==> src/rtl/pt_walker_pkg.sv <==
package pt_walker_pkg;

    localparam int LEVELS    = 4;
    localparam int LVL_W     = $clog2(LEVELS);
    localparam int IDX_W     = 9;
    localparam int OFF_W     = 12;
    localparam int VA_BITS   = OFF_W + LEVELS * IDX_W;
    localparam int ENTRY_W   = 64;
    localparam int MIB_SHIFT = OFF_W + IDX_W;
    localparam int GIB_SHIFT = OFF_W + 2 * IDX_W;
    localparam int EC_W      = 5;

    // entry bit positions
    localparam int PTE_P  = 0;
    localparam int PTE_W  = 1;
    localparam int PTE_U  = 2;
    localparam int PTE_PS = 7;
    localparam int PTE_NX = 63;

    // error code bit positions
    localparam int EC_PROT  = 0;
    localparam int EC_WRITE = 1;
    localparam int EC_USER  = 2;
    localparam int EC_RSVD  = 3;
    localparam int EC_FETCH = 4;

    typedef enum logic [1:0] {
        WS_IDLE,
        WS_FETCH,
        WS_WAIT,
        WS_DONE
    } walk_state_e;

    typedef enum logic [1:0] {
        PG_4K = 2'd0,
        PG_2M = 2'd1,
        PG_1G = 2'd2
    } page_size_e;

    typedef struct packed {
        logic write;
        logic user;
        logic fetch;
    } access_t;

endpackage

==> src/rtl/pt_va_split.sv <==
module pt_va_split
    import pt_walker_pkg::*;
(
    input  logic [63:0]                  va,
    output logic                         canonical,
    output logic [LEVELS-1:0][IDX_W-1:0] idx
);

    localparam int SIGN_BITS = 64 - VA_BITS + 1;

    assign canonical = (&va[63:VA_BITS-1]) | ~(|va[63:VA_BITS-1]);

    for (genvar g = 0; g < LEVELS; g++) begin : g_idx
        assign idx[g] = va[OFF_W + g*IDX_W +: IDX_W];
    end

    logic unused_sign;
    assign unused_sign = ^{va[OFF_W-1:0], SIGN_BITS[0]};

endmodule

==> src/rtl/pt_entry_eval.sv <==
module pt_entry_eval
    import pt_walker_pkg::*;
#(
    parameter int PA_W = 52
) (
    input  logic [ENTRY_W-1:0] entry,
    input  logic [LVL_W-1:0]   level,
    input  logic [GIB_SHIFT-1:0] va_low,
    output logic               present,
    output logic               rsvd,
    output logic               leaf,
    output logic               wr,
    output logic               usr,
    output logic               nx,
    output logic [PA_W-1:0]    next_base,
    output logic [PA_W-1:0]    leaf_pa,
    output page_size_e         size
);

    logic ps, huge_lvl, misalign, top_ps, high_rsvd;

    assign present = entry[PTE_P];
    assign wr      = entry[PTE_W];
    assign usr     = entry[PTE_U];
    assign nx      = entry[PTE_NX];
    assign ps      = entry[PTE_PS];

    assign huge_lvl = (level == LVL_W'(1)) | (level == LVL_W'(2));
    assign top_ps   = ps & (level == LVL_W'(LEVELS-1));

    always_comb begin
        unique case (level)
            LVL_W'(2): misalign = |entry[GIB_SHIFT-1:OFF_W+1];
            LVL_W'(1): misalign = |entry[MIB_SHIFT-1:OFF_W+1];
            default:   misalign = 1'b0;
        endcase
    end

    if (PA_W < 52) begin : g_narrow
        assign high_rsvd = |entry[51:PA_W];
    end else begin : g_full
        assign high_rsvd = 1'b0;
    end

    assign rsvd = present & (top_ps | (ps & huge_lvl & misalign) | high_rsvd);
    assign leaf = present & ~rsvd & ((level == '0) | (ps & huge_lvl));

    assign next_base = {entry[PA_W-1:OFF_W], {OFF_W{1'b0}}};

    always_comb begin
        unique case (level)
            LVL_W'(2): begin
                leaf_pa = {entry[PA_W-1:GIB_SHIFT], va_low[GIB_SHIFT-1:0]};
                size    = PG_1G;
            end
            LVL_W'(1): begin
                leaf_pa = {entry[PA_W-1:MIB_SHIFT], va_low[MIB_SHIFT-1:0]};
                size    = PG_2M;
            end
            default: begin
                leaf_pa = {entry[PA_W-1:OFF_W], va_low[OFF_W-1:0]};
                size    = PG_4K;
            end
        endcase
    end

    logic unused_bits;
    assign unused_bits = ^{entry[62:52], entry[11:8], entry[6:3]};

endmodule

==> src/rtl/pt_fault_code.sv <==
module pt_fault_code
    import pt_walker_pkg::*;
(
    input  access_t         acc,
    input  logic            prot,
    input  logic            rsvd,
    output logic [EC_W-1:0] code
);

    always_comb begin
        code           = '0;
        code[EC_PROT]  = prot;
        code[EC_WRITE] = acc.write;
        code[EC_USER]  = acc.user;
        code[EC_RSVD]  = rsvd;
        code[EC_FETCH] = acc.fetch;
    end

endmodule

==> src/rtl/pt_walker.sv <==
module pt_walker
    import pt_walker_pkg::*;
#(
    parameter int PA_W = 52
) (
    input  logic            clk,
    input  logic            rst_n,
    input  logic            nx_enable,
    input  logic [PA_W-1:0] root_base,
    input  logic            req_valid,
    output logic            req_ready,
    input  logic [63:0]     req_va,
    input  logic            req_write,
    input  logic            req_user,
    input  logic            req_fetch,
    output logic            mem_req_valid,
    input  logic            mem_req_ready,
    output logic [PA_W-1:0] mem_req_addr,
    input  logic            mem_rsp_valid,
    output logic            mem_rsp_ready,
    input  logic [63:0]     mem_rsp_data,
    output logic            rsp_valid,
    input  logic            rsp_ready,
    output logic            rsp_fault,
    output logic            rsp_canon_fault,
    output logic [EC_W-1:0] rsp_err,
    output logic [PA_W-1:0] rsp_pa,
    output logic [1:0]      rsp_page_size,
    output logic            rsp_writable,
    output logic            rsp_user,
    output logic            rsp_nx
);

    walk_state_e state_q, state_d;

    logic [LVL_W-1:0] level_q;
    logic [PA_W-1:0]  base_q;
    logic [63:0]      va_q;
    access_t          acc_q;
    logic             nxe_q;
    logic             w_q, u_q, nx_q;
    logic             fault_q, canon_q;
    logic [EC_W-1:0]  err_q;
    logic [PA_W-1:0]  pa_q;
    page_size_e       size_q;

    // address split (request address while idle, held address while walking)
    logic                         idle;
    logic [63:0]                  split_va;
    logic                         va_canon;
    logic [LEVELS-1:0][IDX_W-1:0] va_idx;

    assign idle     = (state_q == WS_IDLE);
    assign split_va = idle ? req_va : va_q;

    pt_va_split u_split (
        .va        (split_va),
        .canonical (va_canon),
        .idx       (va_idx)
    );

    // entry decode
    logic            ent_p, ent_rsvd, ent_leaf, ent_w, ent_u, ent_nx;
    logic [PA_W-1:0] ent_next, ent_pa;
    page_size_e      ent_size;

    pt_entry_eval #(.PA_W(PA_W)) u_eval (
        .entry     (mem_rsp_data),
        .level     (level_q),
        .va_low    (va_q[GIB_SHIFT-1:0]),
        .present   (ent_p),
        .rsvd      (ent_rsvd),
        .leaf      (ent_leaf),
        .wr        (ent_w),
        .usr       (ent_u),
        .nx        (ent_nx),
        .next_base (ent_next),
        .leaf_pa   (ent_pa),
        .size      (ent_size)
    );

    // merged rights and permission check
    logic m_w, m_u, m_nx, viol, walk_end, walk_fault;

    assign m_w  = w_q & ent_w;
    assign m_u  = u_q & ent_u;
    assign m_nx = nx_q | ent_nx;

    assign viol = (acc_q.write & ~m_w) | (acc_q.user & ~m_u) | (acc_q.fetch & nxe_q & m_nx);

    assign walk_end   = ~ent_p | ent_rsvd | ent_leaf;
    assign walk_fault = ~ent_p | ent_rsvd | (ent_leaf & viol);

    // fault code
    access_t         code_acc;
    logic            in_wait;
    logic [EC_W-1:0] fc_code;

    assign in_wait  = (state_q == WS_WAIT);
    assign code_acc = idle ? access_t'{write: req_write, user: req_user, fetch: req_fetch} : acc_q;

    pt_fault_code u_code (
        .acc  (code_acc),
        .prot (in_wait & ent_p & (ent_rsvd | (ent_leaf & viol))),
        .rsvd (in_wait & ent_rsvd),
        .code (fc_code)
    );

    // next state
    always_comb begin
        state_d = state_q;
        unique case (state_q)
            WS_IDLE:  if (req_valid)     state_d = va_canon ? WS_FETCH : WS_DONE;
            WS_FETCH: if (mem_req_ready) state_d = WS_WAIT;
            WS_WAIT:  if (mem_rsp_valid) state_d = walk_end ? WS_DONE : WS_FETCH;
            WS_DONE:  if (rsp_ready)     state_d = WS_IDLE;
        endcase
    end

    // state register
    always_ff @(posedge clk or negedge rst_n) begin
        if (!rst_n) state_q <= WS_IDLE;
        else        state_q <= state_d;
    end

    // walk datapath
    always_ff @(posedge clk or negedge rst_n) begin
        if (!rst_n) begin
            level_q <= '0;
            base_q  <= '0;
            va_q    <= '0;
            acc_q   <= '0;
            nxe_q   <= 1'b0;
            w_q     <= 1'b0;
            u_q     <= 1'b0;
            nx_q    <= 1'b0;
            fault_q <= 1'b0;
            canon_q <= 1'b0;
            err_q   <= '0;
            pa_q    <= '0;
            size_q  <= PG_4K;
        end else begin
            unique case (state_q)
                WS_IDLE: if (req_valid) begin
                    va_q    <= req_va;
                    acc_q   <= code_acc;
                    nxe_q   <= nx_enable;
                    level_q <= LVL_W'(LEVELS-1);
                    base_q  <= {root_base[PA_W-1:OFF_W], {OFF_W{1'b0}}};
                    w_q     <= 1'b1;
                    u_q     <= 1'b1;
                    nx_q    <= 1'b0;
                    canon_q <= ~va_canon;
                    fault_q <= ~va_canon;
                    err_q   <= va_canon ? '0 : fc_code;
                    pa_q    <= '0;
                    size_q  <= PG_4K;
                end
                WS_WAIT: if (mem_rsp_valid) begin
                    w_q  <= m_w;
                    u_q  <= m_u;
                    nx_q <= m_nx;
                    if (walk_end) begin
                        fault_q <= walk_fault;
                        err_q   <= walk_fault ? fc_code : '0;
                        pa_q    <= ent_pa;
                        size_q  <= ent_size;
                    end else begin
                        base_q  <= ent_next;
                        level_q <= level_q - LVL_W'(1);
                    end
                end
                default: ;
            endcase
        end
    end

    // outputs
    always_comb begin
        req_ready       = (state_q == WS_IDLE);
        mem_req_valid   = (state_q == WS_FETCH);
        mem_rsp_ready   = (state_q == WS_WAIT);
        rsp_valid       = (state_q == WS_DONE);
        mem_req_addr    = {base_q[PA_W-1:OFF_W], va_idx[level_q], 3'b000};
        rsp_fault       = fault_q;
        rsp_canon_fault = canon_q;
        rsp_err         = err_q;
        rsp_pa          = pa_q;
        rsp_page_size   = size_q;
        rsp_writable    = w_q;
        rsp_user        = u_q;
        rsp_nx          = nx_q;
    end

    logic unused_root;
    assign unused_root = ^root_base[OFF_W-1:0];

endmodule

==> config.mk <==
export PLATFORM = sky130hd
export DESIGN_NAME = pt_walker
export DESIGN_NICKNAME = d
export VERILOG_FILES = /design/src/rtl/pt_walker_pkg.sv /design/src/rtl/pt_va_split.sv /design/src/rtl/pt_entry_eval.sv /design/src/rtl/pt_fault_code.sv /design/src/rtl/pt_walker.sv
export SDC_FILE = /design/constraint.sdc
export NUM_CORES = 1
export LEC_CHECK = 0
export ABC_AREA = 1
export BUFFER_PORTS_ARGS = -buffer_cell sky130_fd_sc_hd__buf_4
export CORE_MARGIN = 2
export CORE_UTILIZATION = 46
export CTS_CLUSTER_SIZE = 14
export DETAILED_ROUTE_END_ITERATION = 8
export PLACE_DENSITY = 0.82
export RECOVER_POWER = 25
export SYNTH_ARGS = -nofsm -noshare
export SYNTH_HDL_FRONTEND = slang
export SYNTH_SLANG_ARGS = --single-unit
==> constraint.sdc <==
create_clock -name clk -period 2.3 [get_ports clk]
set_input_delay 0.115 -clock clk [delete_from_list [all_inputs] [get_ports clk]]
set_output_delay 0.115 -clock clk [all_outputs]
set_load 0.05 [all_outputs]
==> results.txt, run 1 <==
Outcome: finished, violations left
Failing checks: max-capacitance violations, max-slew violations, negative setup slack
Worst skew pair latency: 0.43 ns
Synth Instances: 1,201
Sw Share: 0.528
Post-DP HPWL: 19.5 mm
Core footprint: 18,800 sq um
Reg2Reg Setup Slack: 0.14 ns
First-pass GRT wire length: 46.3 mm
Synth Cell Area: 8870 sq um
Worst r2r src: level_q[0]
Final hold vios: 0
Ys async rst share: 1.00
H-tree depth: 4
# setup viols final: 1
FF+latch count, synth: 176
DRC viols: 0
Layout cells sized above 1: 0.240
Arrival @ worst endpoint: 2.21 ns
Clock sinks: 176
Synth Flop Type: dfrtp_1
Origin of the worst min-delay path: root_base[23]
Rows: 50
Final Instance Area: 13,000 sq um
Pwr dens: 1640 nW/um^2
WL final: 30.6 mm
Dpl cells: 1,687
Reg power frac: 0.250
TritonCTS buffer count: 17
GRT Total Usage: 0.289
Top cell family by delay on the critical path: compound AO/OA/AOI/OAI gates
Comb power frac: 0.618
Critical-path cell list: inv_2 > nand2_8 > buf_12 > o21ai_0 > a21oi_1 > a31oi_2 > buf_4
GPL Wtd Cong: 0.873
Cells on Worst Hold Path: 5
Most area-consuming cells after synthesis: dfrtp_1, nand2_1, o21ai_0, nand3_1, nand4_1
Die Y: 143 um
Max-slew headroom: -0.321
CP max FO: 21
CTS Buffer Depth: 2
Worst slew pin tran: 1.98 ns
Sequential area share after synthesis: 0.497
Via count: 9,742
Clock share of power: 0.132
Most frequent cells after synthesis: nand2_1, dfrtp_1, o21ai_0
Post-synth EDFFs: 0
RSZ-0062 raised after global routing: yes
# IOs: 310
Initial core utilization: 0.471
Initial antenna violation count: 1
IO buf count: 275
Per-cell routed wire length: 16.8 um
Max VDD drop: 0.000911 V
Fin nets: 1,742
Final slew viol count: 73
Placed inst area: 11,300 sq um
Largest net degree at the start of global routing: 89
Vias/cell: 5.35
Static Leak: 6.99 nW
CTS tree: built
Kind of start point of the critical path: register
Die width: 143 um
Total of max-cap violations: 1
Final core occ: 0.691
Top cell type's share of synthesized area: 0.497
CP bufs+invs: 3
Final Worst Setup Slack: -0.0216 ns
Sw power: 11.2 mW
Clock Pin Slew Worst Setup and Hold Paths: 0.07 ns
Routed Antenna Nets: 0
Worst Skew: 0.0142 ns
Netlist cell types: 33
Hold WS: 0.00523 ns
Worst hold endpoint: base_q[23]
Crit Path Category: register to output pin
Vias in the first global route: 9,233
Fmax: 431 MHz
CTS Root Cell: clkbuf_16
Yosys warning count: 0
Grt total ovfl: 0
Tcrit/Tclk final: 1.01
Most common cell in the netlist: nand2_1
R2R depth: 12
Final Critical Period: 2.32 ns
TritonRoute pass-1 iters: 6
Cell taking the most area after synthesis: dfrtp_1
Slowest-stage cell, CP: dfrtp_2
Delay of the slowest cell on the worst path: 0.47 ns
Pint: 10.1 mW
Starting DRT DRC Count: 699
Die area: 20,400 sq um
Min-delay worst type: primary input to register
P&R area growth vs syn: 46.7%
Req. time, crit path: 2.18 ns
Post-Layout Cell Count: 1,821
RR Endpoint: rsp_pa[34]
CP Capture Type: output pin
Syn Area/Cell: 7.38 sq um
==> layer usage <==
layer,track usage,up-vias,part of all wire
met1,0.359,4545,0.39
met5,0,-,0
met2,0.483,539,0.48
met3,0.0604,120,0.077
met4,0.140,0,0.051
li1,-,4538,-
==> logic make-up (layout without fill, tap and decap cells) <==
group	count (synthesis)	after routing	synth area share
compound gates	171	171	0.101
fa+ha+maj	5	5	0.00706
buf+inv	153	510	0.0730
flops	176	176	0.497
other cells	1	4	0.000423
simple gates	695	695	0.322
==> how the worst max path moves through the flow <==
stage / start / slack (ns) / cells past startpoint / end
6_report: state_q[0] / -0.02 / 7 / mem_req_addr[9]
5_1_grt: state_q[0] / -0.07 / 7 / mem_req_addr[9]
4_1_cts: state_q[0] / 0.0002 / 7 / mem_req_addr[8]
3_5_place_dp: level_q[0] / 0.09 / 11 / rsp_pa[43]
3_3_place_gp: level_q[0] / 0.21 / 12 / state_q[1]
2_1_floorplan: level_q[1] / -0.02 / 14 / rsp_pa[40]
==> worst reg2reg max path, stage by stage, from the launching register on <==
cell       delay (ns)
dfrtp_1          0.39
inv_1            0.13
ha_2             0.23
or2_1            0.23
nand2_1          0.07
nand2_1          0.06
nand2_2          0.10
nand4_4          0.15
o21ai_4          0.27
buf_12           0.15
clkbuf_16        0.17
nand2_1          0.07
nand2_1          0.06
==> what timing repair did <==
action,4_1_cts,5_1_grt
hold buffers,94,0
resized for setup,5,17
buffers inserted,0,3
endpoints found under the setup margin,9,112
hold endpoints to repair,164,0
gates cloned,0,4
==> flip-flops by register name, summed over array words and instances (netlist names), 2 cells and up <==
register and count:
rsp_err 5, base_q 40, level_q 2, rsp_pa 52, rsp_page_size 2, va_q 64, acc_q 3, state_q 2
==> through the flow <==
step	worst slack (ns)	TNS, ns	power (mW)
global route	-0.0707	-0.160	22.6
floorplan	-0.0170	-0.340	13.7
CTS	0.000207	0	20.6
finish	-0.0216	-0.0216	21.3
detailed placement	0.0915	0	17.6
global placement	0.206	0	17.3
==> final cells by class <==
type | count | area [sq um]
fill | 1435 | 5820
sequential | 176 | 4410
multi-input combinational | 874 | 3930
timing repair buffer | 406 | 3500
clock buffer | 17 | 425
tap | 260 | 325
inverter | 72 | 273
clock inverter | 15 | 148
antenna | 1 | 2.50
==> power by group through the flow <==
stage / Sequential (mW) / Combinational, mW / Clock [mW]
detailed placement: 5.30 / 12.3 / 0
global route: 5.44 / 14.2 / 2.98
finish: 5.32 / 13.2 / 2.81
floorplan: 7.74 / 6.00 / 0
global placement: 5.25 / 12.1 / 0
CTS: 5.26 / 12.4 / 2.85
==> cells in the final DEF (no fill, tap or decap), drive strengths merged <==
cell,n
a21boi,1
a21oi,25
a31oi,10
and2,4
and3,1
buf,307
clkbuf,22
clkinv,5
clkinvlp,2
conb,3
dfrtp,176
diode,1
dlygate4sd3,94
ha,5
inv,80
nand2,539
nand3,62
nand4,43
nor2,40
nor3,4
o211ai,1
o21ai,125
o221ai,1
o22ai,8
or2,2
No activity file was read; power rests on OpenSTA's default activity.
==> run 2, diff against run 1 <==
CORE_UTILIZATION = 51   (was 46)
PLACE_DENSITY = 0.86   (was 0.82)
clock period = 2.2 ns   (was 2.3 ns; I/O delays follow)
==> results.txt, run 2 (synthesized netlist as in run 1, its figures left out) <==
Final core occ: 0.785 (+0.0942)
Gr busiest metal: met2
Commonest non-fill, non-tap cells in the layout: nand2_1, buf_4, dfrtp_1
Clock Pin Slew Worst Setup and Hold Paths: 0.07 ns (about the same)
TritonRoute pass-1 iters: 8 (+2)
Tcrit/Tclk final: 1.03
CP Capture Type: output pin
First-pass GRT wire length: 50.2 mm (+8.4%)
Per-cell routed wire length: 19.2 um (+15%)
Final Instance Area: 13,500 sq um (+3.7%)
GPL Wtd Cong: 0.892 (+2.1%)
Initial core utilization: 0.516 (+0.0453)
Max-slew headroom: 0.118 (+0.438)
GRT Total Usage: 0.347 (+0.0581)
Placed inst area: 11,300 sq um (-0.15%)
H-tree depth: 4 (unchanged)
Die area: 18,500 sq um (-9.5%)
Layout cells sized above 1: 0.259 (+0.0192)
Via count: 10,508 (+7.9%)
Core footprint: 17,200 sq um (-8.8%)
Rows: 48 (-4.0%)
Largest reg by FF count: va_q
Hold WS: 0.00532 ns (+0.0000933 ns)
Req. time, crit path: 2.09 ns (-0.09 ns)
Final Worst Setup Slack: -0.0578 ns (-0.0362 ns)
Worst Skew: 0.00847 ns (-0.00569 ns)
Filler cells: 1,074 (-25%)
# setup viols final: 3 (+2)
Worst skew pair latency: 0.45 ns (+0.02 ns)
Final slew viol count: 0 (-100%)
Fin nets: 1,781 (+2.2%)
CTS Root Cell: clkbuf_16
Total of max-cap violations: 0 (-1)
Final hold vios: 0 (unchanged)
CTS tree: built
Met3 Track Usage GR: 0.0813 (+0.0209)
Met2 usage: 0.586 (+0.104)
# diodes: 0 (-1)
Met1 usage: 0.409 (+0.0500)
TritonCTS buffer count: 17 (unchanged)
DRC viols: 0 (unchanged)
Max VDD drop: 0.00105 V (+15%)
Clock sinks: 176 (unchanged)
Largest net degree at the start of global routing: 55 (-38%)
Arrival @ worst endpoint: 2.15 ns (-0.06 ns)
IO buf count: 275 (unchanged)
Crit Path Category: register to output pin
Starting DRT DRC Count: 1,111 (+59%)
Die Y: 136 um (-4.9%)
Die width: 136 um (-4.9%)
Pwr dens: 1760 nW/um^2 (+7.4%)
# IOs: 310 (unchanged)
Routed Antenna Nets: 0 (unchanged)
CTS Buffer Depth: 2 (unchanged)
Total Neg Setup Slack: -0.0628 ns (-0.0411 ns)
Leading cell type in the layout, fill and taps excluded: nand2_1
Worst slew pin tran: 1.32 ns (-0.658 ns)
Grt total ovfl: 0 (unchanged)
Kind of start point of the critical path: register
Outcome: finished, violations left
Vias/cell: 5.76 (+7.7%)
Final Critical Period: 2.26 ns
Failing checks: negative setup slack
P&R area growth vs syn: 52.1%
WL final: 35.1 mm (+15%)
RSZ-0062 raised after global routing: yes
CP max FO: 14 (-33%)
Fmax: 443 MHz
Static Leak: 7.21 nW (+3.2%)
Post-DP HPWL: 19.9 mm (+2.1%)
Max reg flops: 64 (unchanged)
Vias in the first global route: 10,001 (+8.3%)
Min-delay worst type: primary input to register
Initial antenna violation count: 0 (-1)
run 2: changes by cell type in the layout (fill, tap and decap cells not counted), moves of 3 or more:
| cell | before | now |
|---|---|---|
| buf_4 | 291 | 303 |
| inv_6 | 2 | 6 |
| o21ai_2 | 1 | 4 |
| o21ai_0 | 115 | 93 |
| dlygate4sd3_1 | 94 | 106 |
| nand2_8 | 1 | 4 |
| o21ai_1 | 8 | 27 |
| buf_6 | 5 | 13 |
run 2: metal layers:
metal  share of wire  vias up
met5               0        -
met4           0.059        0
li1                -     4628
met2            0.49      754
met1            0.35     4944
met3            0.10      182
run 2: critical path, stage by stage, from the launching register on:
cell and delay (ns):
dfrtp_2 0.47, nor2_4 0.07, buf_12 0.13, buf_4 0.14, buf_16 0.15, a21oi_1 0.22
o21ai_1 0.15, a31oi_2 0.19, buf_6 0.18
run 2: through the flow:
stage                     total power [mW]  std cells  worst slack [ns]
after floorplan                       14.5       1203           -0.0366
after global placement                18.0       1658           -0.0191
after detailed placement              18.4       1658            -0.117
after CTS                             21.9       1800           0.00113
after global routing                  24.9       1824           -0.0838
final                                 23.7       1824           -0.0578
run 2: final cells by class:
class                   count  area [sq um]  share of cell area
flip-flops and latches    176          4410               0.327
multi-input cells         875          4020               0.298
repair buffers            444          3940               0.292
clock buffers              17           425              0.0315
well taps                 225           282              0.0209
inverters                  72           278              0.0206
clock inverters            15           136              0.0101
run 2: worst paths after layout:
check | start | endpoint | slack [ns] | cells past startpoint
setup / recovery | state_q[0] | mem_req_addr[5] | -0.06 | 8
hold / removal | root_base[19] | base_q[19] | 0.005 | 5
setup reg to reg | state_q[0] | rsp_err[4] | 0.01 | 12
hold reg to reg | rsp_pa[48] | rsp_pa[48] | 0.48 | 2
max in group asynchronous | rst_n | va_q[36] | 0.64 | 3
min in group asynchronous | rst_n | va_q[53] | 0.50 | 2
run 2: power breakdown:
| part | switching, mW | internal [mW] |
|---|---|---|
| clock | 1.49 | 1.50 |
| sequential | 0.932 | 4.70 |
| combinational | 10.2 | 4.91 |
| total | 12.6 | 11.1 |
run 2: timing repair:
| item | in CTS | in global routing |
|---|---|---|
| setup endpoints to repair | 71 | 113 |
| gates resized for setup | 31 | 50 |
| hold endpoints to repair | 149 | 1 |
| gates cloned | 2 | 7 |
| pin swaps | 3 | 11 |
| hold buffers | 105 | 1 |
| setup buffers | 3 | 16 |
